===== src/rtl/shift_pkg.sv =====
package shift_pkg;

    localparam int DATA_W = 16;
    localparam int MAG_W  = 4;

    typedef enum logic {
        DIR_LEFT  = 1'b0,
        DIR_RIGHT = 1'b1
    } shift_dir_e;

    typedef enum logic {
        OP_LOGIC = 1'b0,
        OP_ARITH = 1'b1
    } shift_op_e;

    typedef enum logic {
        ST_EMPTY = 1'b0,
        ST_FULL  = 1'b1
    } out_state_e;

    typedef struct packed {
        shift_dir_e          dir;
        logic [MAG_W-1:0]    mag;
    } shift_cmd_t;

    typedef struct packed {
        logic n;
        logic z;
        logic p;
    } cond_code_t;

endpackage


===== src/rtl/shift_ctrl_decode.sv =====
module shift_ctrl_decode
    import shift_pkg::*;
#(
    parameter int W   = DATA_W,
    parameter int MW  = MAG_W
) (
    input  logic [W-1:0] ctrl_in,
    output shift_cmd_t   cmd
);
    localparam int SIGN_BIT = W - 1;

    // Only the sign bit and the distance field take part; the rest is dropped.
    logic unused_ctrl_bits;
    assign unused_ctrl_bits = ^ctrl_in[SIGN_BIT-1:MW];

    always_comb begin
        cmd.dir = ctrl_in[SIGN_BIT] ? DIR_RIGHT : DIR_LEFT;
        cmd.mag = ctrl_in[MW-1:0];
    end
endmodule


===== src/rtl/shift_barrel.sv =====
module shift_barrel
    import shift_pkg::*;
#(
    parameter int W  = DATA_W,
    parameter int MW = MAG_W
) (
    input  logic [W-1:0] data_in,
    input  shift_cmd_t   cmd,
    input  shift_op_e    op,
    output logic [W-1:0] data_out
);
    logic         fill;
    logic [W-1:0] stage [MW+1];

    assign fill     = (op == OP_ARITH) ? data_in[W-1] : 1'b0;
    assign stage[0] = data_in;

    // One stage per distance bit, each moving by a power of two.
    for (genvar k = 0; k < MW; k++) begin : g_stage
        localparam int S = 1 << k;
        logic [W-1:0] l_val;
        logic [W-1:0] r_val;
        assign l_val        = {stage[k][W-1-S:0], {S{1'b0}}};
        assign r_val        = {{S{fill}}, stage[k][W-1:S]};
        assign stage[k+1]   = !cmd.mag[k]            ? stage[k] :
                              (cmd.dir == DIR_RIGHT) ? r_val    : l_val;
    end

    assign data_out = stage[MW];
endmodule


===== src/rtl/shift_cc_gen.sv =====
module shift_cc_gen
    import shift_pkg::*;
#(
    parameter int W = DATA_W
) (
    input  logic [W-1:0] value,
    output cond_code_t   code
);
    logic is_zero;
    assign is_zero = (value == '0);

    always_comb begin
        code.n = value[W-1];
        code.z = is_zero;
        code.p = !value[W-1] && !is_zero;
    end
endmodule


===== src/rtl/shift_unit.sv =====
module shift_unit
    import shift_pkg::*;
#(
    parameter int W  = DATA_W,
    parameter int MW = MAG_W
) (
    input  logic         clk,
    input  logic         rst_n,
    input  logic         in_valid,
    input  logic         op_arith,
    input  logic [15:0]  data_in,
    input  logic [15:0]  ctrl_in,
    output logic         out_valid,
    output logic [15:0]  result,
    output logic [2:0]   cc
);
    shift_cmd_t   cmd;
    shift_op_e    op_sel;
    logic [W-1:0] shifted;
    cond_code_t   code_next;
    out_state_e   state_q;
    out_state_e   state_d;

    assign op_sel = op_arith ? OP_ARITH : OP_LOGIC;

    shift_ctrl_decode #(.W(W), .MW(MW)) u_decode (
        .ctrl_in (ctrl_in),
        .cmd     (cmd)
    );

    shift_barrel #(.W(W), .MW(MW)) u_barrel (
        .data_in  (data_in),
        .cmd      (cmd),
        .op       (op_sel),
        .data_out (shifted)
    );

    shift_cc_gen #(.W(W)) u_cc (
        .value (shifted),
        .code  (code_next)
    );

    // Next-state: LOAD on a valid input, DRAIN otherwise.
    always_comb begin
        state_d = state_q;
        unique case (state_q)
            ST_EMPTY: state_d = in_valid ? ST_FULL : ST_EMPTY;
            ST_FULL:  state_d = in_valid ? ST_FULL : ST_EMPTY;
            default:  state_d = ST_EMPTY;
        endcase
    end

    always_ff @(posedge clk) begin
        if (!rst_n) state_q <= ST_EMPTY;
        else        state_q <= state_d;
    end

    always_ff @(posedge clk) begin
        if (!rst_n) begin
            result <= '0;
            cc     <= 3'b010;
        end else if (in_valid) begin
            result <= shifted;
            cc     <= {code_next.n, code_next.z, code_next.p};
        end
    end

    assign out_valid = (state_q == ST_FULL);
endmodule


===== config.mk =====
export PLATFORM = sky130hd
export DESIGN_NAME = shift_unit
export DESIGN_NICKNAME = d
export VERILOG_FILES = /design/src/rtl/shift_pkg.sv /design/src/rtl/shift_ctrl_decode.sv /design/src/rtl/shift_barrel.sv /design/src/rtl/shift_cc_gen.sv /design/src/rtl/shift_unit.sv
export SDC_FILE = /design/constraint.sdc
export NUM_CORES = 1
export LEC_CHECK = 0
export ABC_CLOCK_PERIOD_IN_PS = 2350
export BUFFER_PORTS_ARGS = -buffer_cell sky130_fd_sc_hd__buf_4
export CAP_MARGIN = 5
export CORE_UTILIZATION = 50
export DETAILED_ROUTE_END_ITERATION = 8
export PLACE_DENSITY = 0.75
export SLEW_MARGIN = 15
export SYNTH_ARGS = -nofsm -noshare
export SYNTH_HDL_FRONTEND = slang
export SYNTH_SLANG_ARGS = --single-unit

===== constraint.sdc =====
create_clock -name clk -period 2.35 [get_ports clk]
set_input_delay 0.1175 -clock clk [delete_from_list [all_inputs] [get_ports clk]]
set_output_delay 0.1175 -clock clk [all_outputs]
set_load 0.01 [all_outputs]

# ---- Yosys cells after proc, flatten, opt, wreduce, memory -nomap -nowiden
# Cells that the tools add are included.
dict set report totals {
  register_bits 20
  inputBits 36
  out_inout_bits 20
}
dict set report op_classes {
  muxes 12
  reduce_logical 4
}
# op count
set ops {}
lappend ops {{2-to-1 mux 16 bit} 8}
lappend ops {{logical NOT 16 bit} 1}
lappend ops {{2-to-1 mux 1 bit} 4}
lappend ops {{logical NOT 1 bit} 2}
lappend ops {{logical AND 1 bit} 1}

# ---- Depth between registers and ports, before layout
dict set report logic_depth {
  ltp_word 13
  depth_mapped 12
  depth_no_buf 8
}

# ---- By module
# A second synthesis with hierarchy kept.
dict set report hier_totals {
  cells_unflattened 314
  hier_area_um2 2461.1
}
# mod instances cells_per_inst area_each_um2 seq_area_each_um2
set by_module_without_submodules {}
lappend by_module_without_submodules {shift_barrel 1 238 1622.8 0.0}
lappend by_module_without_submodules {shift_unit 1 63 743.2 400.4}
lappend by_module_without_submodules {shift_cc_gen 1 8 57.6 0.0}
lappend by_module_without_submodules {shift_ctrl_decode 1 5 37.5 0.0}

# ---- Least setup slack after synthesis
# OpenSTA, ideal clock, no wires.
dict set report synth_path {
  kind {input -> register}
  start {input port ctrl_in[15]}
  end {register cc[0]}
  setup_time_ps 125
  arrival_time_ps 1851
  required_time_ps 2225
  path_slack_ps 373
  path_stages 11
  n_path_buf 3
  cell_sequence {buf_6 buf_8 buf_8 or3_1 o2111a_1 o31ai_2 nand2_1 o22ai_1 nand2_1 nor4_2 nor3b_1}
}
dict set report synth_via {
  elab_chain_len 12
  elab_cells_between_ends 13
}
# element line_no
set synth_lines {}
lappend synth_lines {{start: declaration} shift_unit.sv:12} ;# input logic [15:0] ctrl_in,
lappend synth_lines {{2-to-1 mux 1 bit *} shift_ctrl_decode.sv:17} ;# cmd.dir = ctrl_in[SIGN_BIT] ? DIR_RIGHT : DIR_LEFT;
lappend synth_lines {{2-to-1 mux 16 bit} shift_barrel.sv:26} ;# (cmd.dir == DIR_RIGHT) ? r_val : l_val;
lappend synth_lines {{2-to-1 mux 16 bit} shift_barrel.sv:25} ;# assign stage[k+1] = !cmd.mag[k] ? stage[k] :
lappend synth_lines {{2-to-1 mux 16 bit} shift_barrel.sv:26}
lappend synth_lines {{2-to-1 mux 16 bit} shift_barrel.sv:25}
lappend synth_lines {{2-to-1 mux 16 bit} shift_barrel.sv:26}
lappend synth_lines {{2-to-1 mux 16 bit} shift_barrel.sv:25}
lappend synth_lines {{2-to-1 mux 16 bit} shift_barrel.sv:26}
lappend synth_lines {{2-to-1 mux 16 bit *} shift_barrel.sv:25}
lappend synth_lines {{logical NOT 16 bit} shift_cc_gen.sv:10} ;# assign is_zero = (value == '0);
lappend synth_lines {{logical NOT 1 bit} shift_cc_gen.sv:15} ;# code.p = !value[W-1] && !is_zero;
lappend synth_lines {{logical AND 1 bit *} shift_cc_gen.sv:15}
lappend synth_lines {{end signal: assignment} shift_unit.sv:64} ;# cc <= {code_next.n, code_next.z, code_next.p};
lappend synth_lines {{end: declaration} shift_unit.sv:15} ;# output logic [2:0] cc
# Every way passes the cells marked *; elsewhere a longest branch is shown, timed or not.
# A chain may end at the register's enable or synchronous reset.

# ---- Worst setup path after layout
# Same ends and word-level chain as after synthesis.

==> summary.txt <==
GRT
  – Initial antenna violation count: 0
  – First-pass GRT wire length: 12300 µm
  – Largest net degree at the start of global routing: 39
  – Grt ovf: 0
  – Number of global-route vias before repair: 2409
  – GR Util All Layers: 30.1%

Floorplanning
  – Initial Utilization: 51.9%
  – IO Pins: 56
  – Full die area: 5180 µm²
  – Row count: 25
  – Die width: 72.0 µm
  – Die Ht: 72.0 µm
  – Core Region: 4720 µm²

Route
  – Starting DRC count in detailed routing: 308
  – Total wire length: 7570 µm
  – Detail Route Antenna Nets: 0
  – Drt drc: 0
  – Vias per inst: 6.32
  – WL per Instance: 17.4 µm
  – First drt pass iteration count: 6
  – Vias post-DR: 2748

Worst setup path
  – CP required: 2.49 ns
  – Critical path buffers and inverters: 2
  – Critical path endpoint category: flop
  – Kind of critical path: input port to flop
  – Critical path cell sequence: buf_4 > buf_12 > mux2_2 > mux2i_1 > o221ai_1 > a31o_2 > a31oi_1 > nand4_1 > nor4_2 > nor3b_1
  – CP delay by family, top: multiplexers
  – Slowest cell delay on critical path: 0.37 ns
  – FF-to-FF End: result[8]$_SDFFE_PN0P_
  – R2R setup slack: 1.56 ns
  – Critical-path top delay cell: nor4_2
  – Crit path launch type: input port
  – Origin of the critical flop-to-flop path: result[8]$_SDFFE_PN0P_
  – CP max FO: 19
  – Worst r2r path cells: 3
  – Arrival time worst endpoint: 2.30 ns

Timing
  – Fin crit period: 2.16 ns
  – Endpoints failing hold: 0
  – Slew Limit Fails: 0
  – Clk_skew: 0 ns
  – Fmax: 0.462 GHz
  – Slew headroom: 56.3%
  – RSZ-0062 raised after global routing: no
  – Worst slew pin tran: 0.652 ns
  – Final Setup Violations: 0
  – Period utilization: 92.1%

Place
  – Dpl cells: 431
  – RePlAce Congestion: 0.927
  – IO buf count: 44
  – Detailed placement HPWL: 5810 µm
  – Post-Place Cell Area: 2930 µm²

Cells and area
  – Nets: 405
  – Final core occ: 62.9%
  – Finished Layout Cells: 435
  – Fill count: 433
  – Diodes inserted: 0
  – Area delta synth->final: 21.3%
  – Share of cells above drive strength 1: 25.8%
  – Design area: 2970 µm²

Synth
  – Synth Cell Area: 2450 µm²
  – Synth Instances: 325
  – Mapped Nets: 361
  – Syn. warnings: 0
  – Commonest cells in the netlist: nor2_1, mux2i_1, nand2_1, o21ai_0, dfxtp_1
  – Register bit count reported by yosys: 19
  – Avg Synthesized Cell Area: 7.54 µm²
  – Sequential-to-total area share from yosys stat: 15.5%
  – Top FF cell, synth: dfxtp_1
  – Share of the synthesized area in the top cell type: 15.5%
  – Number of synthesized flops with an enable pin: 0
  – Post-synth ARST share: 0%
  – Cell accounting for the most synthesized area: dfxtp_1
  – Synth unique cells: 57
  – Synth area leaders: dfxtp_1, mux2i_1, o21ai_0
  – Most common cell in the netlist: nor2_1

Power
  – Power Internal: 0.718 mW
  – Comb pwr share: 48.8%
  – Flop pwr share: 31.4%
  – Static leakage: 1.27 nW
  – Net Sw Power: 0.422 mW
  – Net Sw Frac: 37.0%
  – Clock share of power: 19.8%
  – Pwr/cell area: 384 nW/µm²
  – VDD IR max: 0.279 mV

Hold path
  – Worst hold endpoint: cc[1]$_SDFFE_PN1P_
  – Worst Hold Launch: rst_n
  – Hold Path Depth: 2
  – Hold Crit Class: input port to flop

CTS
  – CTS Hold Bufs: 0
  – Skew-Pair Late Insertion Delay: 0.25 ns
  – CTS sink cnt: 19
  – Total CTS buffers: 3
  – Clock tree root buffer cell: clkbuf_8
  – Worst-path clk slew: 0.07 ns
  – CTS tree: yes
  – Postcts setup bufs: 0
  – Clk buf depth: 2
  – H-tree Lvls: 1
  – CTS resizes: 0

Job
  – Number of max-cap violations: 0

Status
  – Status: complete, no violations
[worst register-to-register path, delay by kind of cell, from the launching register on]
family	cells	cell delay [ns]
flops	1	0.34
mux	1	0.25
simple gates	1	0.10
buf+inv	1	0.04
[per-layer routing]
layer / GRT usage [%] / routed length (µm) / up-vias
li1: - / - / 1334
met1: 46.1 / 3510 / 1302
met2: 45.7 / 3480 / 106
met3: 2.92 / 497 / 6
met4: 5.88 / 80 / 0
met5: 0 / 0 / -
[power by group through the flow]
stage               registers, mW  clock network [mW]  logic [mW]
finish                      0.358               0.226       0.556
floorplan                   0.376                   0       0.332
global placement            0.364                   0       0.543
global route                0.361               0.248       0.604
CTS                         0.358               0.230       0.549
detailed placement          0.365                   0       0.547
[area by class of cell]
cell class / count / area, µm² / share of cell area [%]
Multi-Input combinational cell: 267 / 1860 / 62.6
Timing Repair Buffer: 72 / 578 / 19.5
Sequential cell: 19 / 380 / 12.8
Tap cell: 67 / 83.8 / 2.82
Clock buffer: 3 / 41.3 / 1.39
Inverter: 6 / 22.5 / 0.758
Clock inverter: 1 / 5.00 / 0.168
[how the worst max path moves through the flow]
| stage | slack (ns) | start | cells after the start | end |
|---|---|---|---|---|
| 6_report | 0.19 | ctrl_in[15] | 10 | cc[0]$_SDFFE_PN0P_ |
| 5_1_grt | 0.06 | ctrl_in[15] | 10 | cc[0]$_SDFFE_PN0P_ |
| 4_1_cts | 0.21 | ctrl_in[15] | 10 | cc[0]$_SDFFE_PN0P_ |
| 3_5_place_dp | -0.07 | ctrl_in[15] | 10 | cc[0]$_SDFFE_PN0P_ |
| 3_3_place_gp | 0.02 | ctrl_in[15] | 10 | cc[0]$_SDFFE_PN0P_ |
| 2_1_floorplan | 0.37 | ctrl_in[15] | 11 | cc[0]$_SDFFE_PN0P_ |
[sequential cells by signal, summed over array words and instances (netlist names)]
name,flops
result,16
cc,2
out_valid,1
[placed cells by master, fill, tap and decap left out, drive strengths merged, types with 7 or more instances in the layout]
cell    count
buf        72
nor2       31
mux2i      29
nand2      25
o21ai      25
dfxtp      19
nand2b     14
a21oi      14
a211oi     11
mux2        8
a311oi      7
nand3       7
o22ai       7
[logic make-up (layout without fill, tap and decap cells)]
group	after synthesis	after routing	synth area share [%]
and+or+nand+nor	111	111	22.7
AOI/OAI and AO/OA	114	114	33.1
buffers and inverters	39	82	8.53
muxes	42	42	20.1
DFF	19	19	15.5
[stage by stage]
stage | power (mW) | setup TNS, ns | setup slack, ns | hold WS (ns)
2_1_floorplan | 0.708 | 0 | 0.373 | 0.246
3_3_place_gp | 0.907 | 0 | 0.0203 | 0.413
3_5_place_dp | 0.912 | -0.120 | -0.0671 | 0.419
4_1_cts | 1.14 | 0 | 0.208 | 0.156
5_1_grt | 1.21 | 0 | 0.0560 | 0.153
6_report | 1.14 | 0 | 0.186 | 0.156
(Power assumes the default switching activity.)
